### config.mk
export PLATFORM = sky130hd
export DESIGN_NAME = raster_timing_gen
export DESIGN_NICKNAME = d
export VERILOG_FILES = /design/src/rtl/raster_pkg.sv /design/src/rtl/raster_rst_sync.sv /design/src/rtl/raster_pix_div.sv /design/src/rtl/raster_counter.sv /design/src/rtl/raster_decode.sv /design/src/rtl/raster_timing_gen.sv
export SDC_FILE = /design/constraint.sdc
export NUM_CORES = 1
export LEC_CHECK = 0
export BUFFER_PORTS_ARGS = -buffer_cell sky130_fd_sc_hd__buf_2
export CELL_PAD_IN_SITES_DETAIL_PLACEMENT = 0
export CELL_PAD_IN_SITES_GLOBAL_PLACEMENT = 1
export CORE_MARGIN = 1.5
export CORE_UTILIZATION = 44
export DETAILED_ROUTE_END_ITERATION = 6
export PLACE_DENSITY_LB_ADDON = 0.1
export SYNTH_ARGS = -nofsm -noshare
export SYNTH_HDL_FRONTEND = slang
export SYNTH_SLANG_ARGS = --single-unit
### constraint.sdc
create_clock -name clk_i -period 4.5 [get_ports clk_i]
set_input_delay 0.225 -clock clk_i [delete_from_list [all_inputs] [get_ports clk_i]]
set_output_delay 0.225 -clock clk_i [all_outputs]
set_load 0.1 [all_outputs]
### src/rtl/raster_pkg.sv
`timescale 1ns/1ps
package raster_pkg;

  // Decoded blanking and sync levels for one raster position.
  typedef struct packed {
    logic hblank;
    logic vblank;
    logic hsync;
    logic vsync;
  } raster_flags_t;

  // Register width for a counter with n states (at least one bit).
  function automatic int unsigned cnt_width(input int unsigned n);
    return (n > 1) ? $clog2(n) : 1;
  endfunction

endpackage

### src/rtl/raster_rst_sync.sv
`timescale 1ns/1ps
module raster_rst_sync #(
  parameter int STAGES = 2
) (
  input  logic clk_i,
  input  logic rst_ni,
  output logic rst_no
);

  logic [STAGES-1:0] sync_q;

  always_ff @(posedge clk_i or negedge rst_ni) begin
    if (!rst_ni) sync_q <= '0;
    else         sync_q <= {sync_q[STAGES-2:0], 1'b1};
  end

  assign rst_no = sync_q[STAGES-1];

endmodule

### src/rtl/raster_pix_div.sv
`timescale 1ns/1ps
module raster_pix_div #(
  parameter int PRE_DIV  = 5,
  parameter int POST_DIV = 2
) (
  input  logic clk_i,
  input  logic rst_ni,
  output logic pix_en_o
);

  localparam int PW = raster_pkg::cnt_width(PRE_DIV);
  localparam int QW = raster_pkg::cnt_width(POST_DIV);
  localparam logic [PW-1:0] PRE_LAST  = PW'(PRE_DIV - 1);
  localparam logic [QW-1:0] POST_LAST = QW'(POST_DIV - 1);

  logic [PW-1:0] pre_q, pre_d;
  logic [QW-1:0] post_q, post_d;
  logic          mid_tick;

  // First stage wraps every PRE_DIV clocks; its wrap enables the second stage.
  always_comb begin
    mid_tick = (pre_q == PRE_LAST);
    pre_d    = mid_tick ? '0 : pre_q + 1'b1;
    post_d   = post_q;
    if (mid_tick) begin
      post_d = (post_q == POST_LAST) ? '0 : post_q + 1'b1;
    end
  end

  always_ff @(posedge clk_i or negedge rst_ni) begin
    if (!rst_ni) begin
      pre_q  <= '0;
      post_q <= '0;
    end else begin
      pre_q  <= pre_d;
      post_q <= post_d;
    end
  end

  assign pix_en_o = rst_ni && mid_tick && (post_q == POST_LAST);

endmodule

### src/rtl/raster_counter.sv
`timescale 1ns/1ps
module raster_counter #(
  parameter int W     = 9,
  parameter int FIRST = 0,
  parameter int LAST  = 383
) (
  input  logic         clk_i,
  input  logic         rst_ni,
  input  logic         en_i,
  output logic [W-1:0] cnt_o,
  output logic         wrap_o
);

  localparam logic [W-1:0] FIRST_C = W'(FIRST);
  localparam logic [W-1:0] LAST_C  = W'(LAST);

  logic [W-1:0] cnt_q, cnt_d;
  logic         at_last;

  always_comb begin
    at_last = (cnt_q == LAST_C);
    cnt_d   = cnt_q;
    if (en_i) begin
      cnt_d = at_last ? FIRST_C : cnt_q + 1'b1;
    end
  end

  always_ff @(posedge clk_i or negedge rst_ni) begin
    if (!rst_ni) cnt_q <= FIRST_C;
    else         cnt_q <= cnt_d;
  end

  assign cnt_o  = cnt_q;
  assign wrap_o = en_i && at_last;

endmodule

### src/rtl/raster_decode.sv
`timescale 1ns/1ps
module raster_decode #(
  parameter int HW          = 9,
  parameter int VW          = 9,
  parameter int H_TOTAL     = 384,
  parameter int H_ACTIVE    = 256,
  parameter int HS_START    = 288,
  parameter int HS_WIDTH    = 32,
  parameter int V_LAST      = 511,
  parameter int V_ACT_START = 264,
  parameter int V_ACT_LINES = 224,
  parameter int VS_START    = 496,
  parameter int VS_WIDTH    = 8
) (
  input  logic                      pix_en_i,
  input  logic [HW-1:0]             hcount_i,
  input  logic [VW-1:0]             vcount_i,
  output raster_pkg::raster_flags_t flags_o,
  output logic                      frame_end_o
);

  localparam logic [HW-1:0] H_ACT_C  = HW'(H_ACTIVE);
  localparam logic [HW-1:0] H_LAST_C = HW'(H_TOTAL - 1);
  localparam logic [HW-1:0] HS_LO_C  = HW'(HS_START);
  localparam logic [HW-1:0] HS_HI_C  = HW'(HS_START + HS_WIDTH - 1);
  localparam logic [VW-1:0] VA_LO_C  = VW'(V_ACT_START);
  localparam logic [VW-1:0] VA_HI_C  = VW'(V_ACT_START + V_ACT_LINES - 1);
  localparam logic [VW-1:0] VS_LO_C  = VW'(VS_START);
  localparam logic [VW-1:0] VS_HI_C  = VW'(VS_START + VS_WIDTH - 1);
  localparam logic [VW-1:0] V_LAST_C = VW'(V_LAST);

  always_comb begin
    flags_o.hblank = (hcount_i >= H_ACT_C);
    flags_o.hsync  = (hcount_i >= HS_LO_C) && (hcount_i <= HS_HI_C);
    flags_o.vblank = (vcount_i < VA_LO_C) || (vcount_i > VA_HI_C);
    flags_o.vsync  = (vcount_i >= VS_LO_C) && (vcount_i <= VS_HI_C);
    frame_end_o    = pix_en_i && (hcount_i == H_LAST_C) && (vcount_i == V_LAST_C);
  end

endmodule

### src/rtl/raster_timing_gen.sv
`timescale 1ns/1ps
module raster_timing_gen #(
  parameter int PRE_DIV     = 5,
  parameter int POST_DIV    = 2,
  parameter int H_TOTAL     = 384,
  parameter int H_ACTIVE    = 256,
  parameter int HS_START    = 288,
  parameter int HS_WIDTH    = 32,
  parameter int V_FIRST     = 248,
  parameter int V_LINES     = 264,
  parameter int V_ACT_START = 264,
  parameter int V_ACT_LINES = 224,
  parameter int VS_START    = 496,
  parameter int VS_WIDTH    = 8,
  parameter int RST_STAGES  = 2
) (
  input  logic                               clk_i,
  input  logic                               rst_ni,
  output logic                               pix_en_o,
  output logic [$clog2(H_TOTAL)-1:0]         hcount_o,
  output logic [$clog2(V_FIRST+V_LINES)-1:0] vcount_o,
  output logic                               hblank_o,
  output logic                               vblank_o,
  output logic                               hsync_o,
  output logic                               vsync_o,
  output logic                               frame_end_o
);

  localparam int HW     = $clog2(H_TOTAL);
  localparam int VW     = $clog2(V_FIRST + V_LINES);
  localparam int V_LAST = V_FIRST + V_LINES - 1;

  logic                      rst_sync_n;
  logic                      pix_en;
  logic                      line_wrap;
  logic                      frame_wrap;
  raster_pkg::raster_flags_t flags;

  raster_rst_sync #(.STAGES(RST_STAGES)) u_rst (
    .clk_i  (clk_i),
    .rst_ni (rst_ni),
    .rst_no (rst_sync_n)
  );

  raster_pix_div #(.PRE_DIV(PRE_DIV), .POST_DIV(POST_DIV)) u_div (
    .clk_i    (clk_i),
    .rst_ni   (rst_sync_n),
    .pix_en_o (pix_en)
  );

  raster_counter #(.W(HW), .FIRST(0), .LAST(H_TOTAL - 1)) u_hcnt (
    .clk_i  (clk_i),
    .rst_ni (rst_sync_n),
    .en_i   (pix_en),
    .cnt_o  (hcount_o),
    .wrap_o (line_wrap)
  );

  raster_counter #(.W(VW), .FIRST(V_FIRST), .LAST(V_LAST)) u_vcnt (
    .clk_i  (clk_i),
    .rst_ni (rst_sync_n),
    .en_i   (line_wrap),
    .cnt_o  (vcount_o),
    .wrap_o (frame_wrap)
  );

  raster_decode #(
    .HW(HW), .VW(VW), .H_TOTAL(H_TOTAL), .H_ACTIVE(H_ACTIVE),
    .HS_START(HS_START), .HS_WIDTH(HS_WIDTH), .V_LAST(V_LAST),
    .V_ACT_START(V_ACT_START), .V_ACT_LINES(V_ACT_LINES),
    .VS_START(VS_START), .VS_WIDTH(VS_WIDTH)
  ) u_dec (
    .pix_en_i    (pix_en),
    .hcount_i    (hcount_o),
    .vcount_i    (vcount_o),
    .flags_o     (flags),
    .frame_end_o (frame_end_o)
  );

  assign pix_en_o = pix_en;
  assign hblank_o = flags.hblank;
  assign vblank_o = flags.vblank;
  assign hsync_o  = flags.hsync;
  assign vsync_o  = flags.vsync;

  // The decoder's end-of-frame term and the vertical carry describe the same event.
  logic unused_frame_wrap;
  assign unused_frame_wrap = frame_wrap;

endmodule

== Yosys cells after proc, flatten, opt, wreduce, memory -nomap -nowiden ==
Cells that the tools add are included.
Storage, ports and cells
  output and inout port bits: 24
  register bits: 24
  logic and storage cells: 30
  bits of input ports: 2
Operators by class
  reduce and logical (&&, ||, !) cells: 7
  $add $sub $neg: 4
  muxes and demuxes: 4
  eq/ne operators: 3
  order comparisons: 7
Operator list (count)
  9-bit greater-or-equal comparator, second input constant: 3
  9-bit by 1-bit adder with 9-bit output, second input constant: 2
  9-bit equality test, second input constant: 2
  9-bit <= comparator, second input constant: 2
  9-bit 2-to-1 mux: 2
  9-bit > comparator, second input constant: 1
  9-bit less-than comparator, second input constant: 1
  1-bit logical AND: 6
  3-bit by 1-bit adder with 3-bit output, second input constant: 1
  3-bit equality test, second input constant: 1
  3-bit 2-to-1 mux: 1
  1-bit adder, second input constant: 1
  1-bit logical OR: 1
  1-bit 2-to-1 mux: 1

== Depth between registers and ports, before layout ==
  depth in word-level cells: 5
  depth in mapped cells: 10
  gate-level depth less buffers: 9

== Cells and area by module ==
A second synthesis with hierarchy kept.
Unflattened totals
  cells, all modules: 118
  area, all modules: 1290.0 um2
By module, submodules not included
  raster_counter at u_vcnt: cells each 47, sequential area each 231.5 um2, times used 1, area each 511.7 um2
  raster_counter at u_hcnt: cells each 39, sequential area each 225.2 um2, times used 1, area each 461.7 um2
  raster_pix_div: cells each 16, sequential area each 100.1 um2, times used 1, area each 182.7 um2
  raster_decode: cells each 13, sequential area each 0.0 um2, times used 1, area each 80.1 um2
  raster_rst_sync: cells each 3, sequential area each 50.0 um2, times used 1, area each 53.8 um2

== Worst setup path after synthesis ==
Ideal clock, no wire load.
  path kind: register to output
  start: register u_hcnt.cnt_q[1] (netlist: u_hcnt.cnt_o[1])
  end: output port hsync_o
  required time: 4275 ps
  buffers on the path: 0
  slack: -2004 ps
  stages on the path, launching flop included: 5
  data arrival time: 6279 ps
  cell sequence: dfrtp_1 -> ha_1 -> and3_1 -> nand3_1 -> a2111oi_0
On the way
  longest elaborated chain between the ends: 2
  elaborated cells on any way between the ends: 3
  classes of those cells: order compare: 2; reduce/logical: 1
RTL lines
  from (decl): RTL line raster_counter.sv:17  | logic [W-1:0] cnt_q, cnt_d;
  from (signal assigned): RTL line raster_counter.sv:30  | else cnt_q <= cnt_d;
  9-bit greater-or-equal comparator or 9-bit <= comparator (tied branches): RTL line raster_decode.sv:34  | flags_o.hsync = (hcount_i >= HS_LO_C) && (hcount_i <= HS_HI_C);
  1-bit logical AND *: RTL line raster_decode.sv:34
  to (decl): RTL line raster_timing_gen.sv:24  | output logic hsync_o,
Mark *: on every way between the ends. The rest lies on a longest branch, timed or not.

== Worst setup path in the final report ==
  start: register u_rst.sync_q[1]
  end: output port frame_end_o
On the way
  longest elaborated chain between the ends: 4
RTL lines
  from (decl): RTL line raster_rst_sync.sv:10  | logic [STAGES-1:0] sync_q;
  from (signal assigned): RTL line raster_rst_sync.sv:14  | else sync_q <= {sync_q[STAGES-2:0], 1'b1};
  1-bit logical AND (2 in series): RTL line raster_pix_div.sv:40  | assign pix_en_o = rst_ni && mid_tick && (post_q == POST_LAST);
  1-bit logical AND (2 in series): RTL line raster_decode.sv:37  | frame_end_o = pix_en_i && (hcount_i == H_LAST_C) && (vcount_i == V_LAST_C);
  to (decl): RTL line raster_timing_gen.sv:26  | output logic frame_end_o
Every way passes these cells.

==> key figures <==
Floorplan
  – Top Ports: 26
  – Die width: between 50 and 60 um
  – Starting Density: 46.5%
  – Row count: 19
  – Die ar.: between 3000 and 4000 um2
  – DIE HEIGHT: 57.2 um
  – Area of the core: 2780 um2

Routing
  – Routed WL: between 2 and 3 mm
  – DRC violations left: 0
  – Initial DRC Count: 69
  – Routed vias/inst: approximately 5.5
  – Vias: 1057
  – Antenna viol nets, final: 0
  – TritonRoute pass-1 iters: 4
  – DR WL/cell: approximately 13 um

Setup path
  – Bufs and invs on worst path: 1
  – Critical path type: reg -> out
  – CP top delay family: flip-flops
  – Crit path capture type: primary output
  – Slowest-stage cell, CP: dfrtp_1
  – CP Max Fanout: 23
  – Worst Reg2Reg Path Length in Cells: 5
  – R2R Path Start: u_rst.sync_q[1]$_DFF_PN0_
  – Worst-path cell chain: nand4_4, or4_4, nor2_1, buf_2
  – Arr. time, crit path: ~2700 ps
  – R2R Setup Slk: approximately 2000 ps
  – R2r endpoint: u_vcnt.cnt_o[3]$_DFFE_PN1P_
  – Critical Path Source Type: register
  – Crit-path max cell delay: slightly above 1000 ps
  – Worst EP required: between 4000 and 5000 ps

Yosys
  – Yosys cell types: 39
  – Mapped Nets: between 100 and 150
  – Number of synthesized flops with an enable pin: 0
  – FFs w/ async S/R, synth: 100%
  – Share of the synthesized area in the top cell type: ~37%
  – Top cells by area, synth: dfrtp_1 37%, dfstp_2 10%, ha_1 6.8%
  – Post-synthesis cell area: around 1300 um2
  – Mean Syn Cell Area: 9.72 um2
  – Sequential fraction of the synthesis area: approximately 47%
  – FF+latch count, synth: 24
  – Main synth FF type: dfrtp_1
  – Synth Warn #: 0
  – Synth Instances: roughly 130
  – Area leader, netlist: dfrtp_1

Timing
  – Crit share post-route: 64.3%
  – Final setup violation count: 0
  – Total negative setup slack: 0 ps
  – Fin. Hold Viols: 0
  – Fin. max-slew vios: 0
  – Max Fclk: roughly 350 MHz
  – Worst slew pin tran: between 900 and 1000 ps
  – Max-slew headroom: around 34%
  – Fin worst setup slack: 1610 ps
  – Clock Skew: roughly 16 ps
  – RSZ-0062 raised after global routing: false
  – Crit path time final: between 2000 and 3000 ps

Power
  – Leak: 0.000725 uW
  – VDD IR max: around 230 uV
  – PwrDens: 259 nW/um2

Placement
  – Cells after DPL: around 190
  – PortBufs: 25
  – DP Worst Slack: 1900 ps
  – DP Area: around 1500 um2
  – DP Wirelength: 1.88 mm
  – GPL Wtd Cong: 0.793

GRT
  – First-pass GRT wire length: approximately 4.6 mm
  – Residual overflow from global routing: 0
  – Gr usage total: between 10% and 20%
  – Initial antenna violation count: 0
  – Vias in the first global route: about 1000
  – Largest net degree at the start of global routing: 24

Clock tree
  – Clock tree root driver cell: clkbuf_4
  – Num CTS Buffers: 3
  – Resized Gates After CTS: 0
  – CTS tree: built
  – Clock tree buffer depth: 2
  – Clock Latency Late Sink: about 320 ps
  – H-tree depth: 1
  – TritonCTS Sinks: 24
  – CTS clk-pin slew, worst paths: between 100 and 150 ps

Finish
  – Layout Cells excl Fill: between 150 and 200
  – Share of post-route cells with drive strength above 1: approximately a quarter
  – Cell area after layout: ~1500 um2
  – P&R area growth vs syn: 16.3%
  – Antenna Cells: 0
  – Net count, final: approximately 170

Min path
  – Hold WC Path Type: in -> async

Flow run
  – Maxcap violations: 0

Status
  – Status: finished clean
==> through the flow <==
stage / total power (uW) / util (%) / hold slack [ps]
finish: 390 / 54.0 / 206
global route: 411 / 54.0 / 191
CTS: 395 / 54.0 / 197
detailed placement: 281 / 52.4 / 10.1
global placement: 279 / 52.4 / 10.6
floorplan: 271 / - / -70.6
==> cell usage after synthesis (2+ instances only) <==
cell type / number
xnor2_1: 5
mux2i_1: 2
a21oi_1: 4
or4_1: 3
dfstp_2: 5
o31ai_1: 4
nor3_1: 2
ha_1: 7
and3_1: 3
o21ai_0: 8
nor4_1: 2
dfrtp_1: 19
nor2_1: 10
inv_1: 11
nand3_1: 9
nand2_1: 15
buf_2: 2
==> worst reg2reg max path, cell delays in order, from the launching register on <==
cell	delay [ps]
dfrtp_1	1010
nand4_4	220
nor4_1	780
buf_4	270
a21oi_1	70
a21oi_1	110
==> worst max path at each step <==
| stage | depth (start not counted) | from | slack, ps | to |
|---|---|---|---|---|
| after CTS | 4 | u_rst.sync_q[1]$_DFF_PN0_ | 1550 | frame_end_o |
| after floorplan | 4 | u_hcnt.cnt_o[1]$_DFFE_PN0N_ | 750 | hsync_o |
| after detailed placement | 4 | u_rst.sync_q[1]$_DFF_PN0_ | 1900 | frame_end_o |
| final | 4 | u_rst.sync_q[1]$_DFF_PN0_ | 1610 | frame_end_o |
| after global routing | 4 | u_rst.sync_q[1]$_DFF_PN0_ | 1400 | frame_end_o |
| after global placement | 4 | u_rst.sync_q[1]$_DFF_PN0_ | 1960 | frame_end_o |
==> logic make-up after synthesis <==
| family | Yosys count | synth area share, % |
|---|---|---|
| AO/OA/AOI/OAI | 23 | 12.0 |
| AND/OR/NAND/NOR | 53 | 22.1 |
| buffers and inverters | 15 | 4.55 |
| XOR/XNOR | 6 | 4.07 |
| other | 1 | 0.290 |
| multiplexers | 4 | 3.29 |
| flip-flops | 24 | 47.0 |
| adder cells (fa/ha/maj) | 7 | 6.78 |
==> repair_timing <==
action,CTS,global route
setup buffers,0,0
endpoints found under the hold margin,2,0
hold buffers,1,0
==> placed cells by master (no fill, tap or decap), types with 4 or more instances in the layout <==
cell,n
buf_2,25
dfrtp_1,19
nand2_1,15
inv_1,11
nor2_1,10
nand3_1,9
o21ai_0,8
ha_1,7
xnor2_1,5
dfstp_2,5
a21oi_1,4
o31ai_1,4
==> state kept, by name, summed over array words and instances, names as in the netlist <==
register / flops
u_hcnt.cnt_o: 9
u_div.post_q: 1
u_rst.sync_q: 2
u_div.pre_q: 3
u_vcnt.cnt_o: 9
==> metal layers <==
metal	routed length, um	global-route usage, %	part of all wire, %	vias up
met2	1240	29.6	48	22
li1	-	-	-	518
met1	1210	23.2	47	515
met5	0	0	0	-
met4	15	4.98	0.58	0
met3	116	4.76	4.5	2
==> report_power, final <==
part | leakage (uW) | internal (uW) | switching [uW] | total, uW
clock network | 0.0000210 | 49.5 | 63.2 | 113
logic | 0.000431 | 7.98 | 38.7 | 46.6
registers | 0.000272 | 221 | 9.74 | 231
total | 0.000725 | 278 | 112 | 390
==> area by class of cell <==
class / instances / area, um2
Fill cell: 250 / 1280
Inverter: 12 / 45.0
Sequential cell: 24 / 607
Multi-Input combinational cell: 94 / 633
Clock buffer: 4 / 36.3
Timing Repair Buffer: 27 / 143
Tap cell: 31 / 38.8
(Power assumes the default switching activity.)
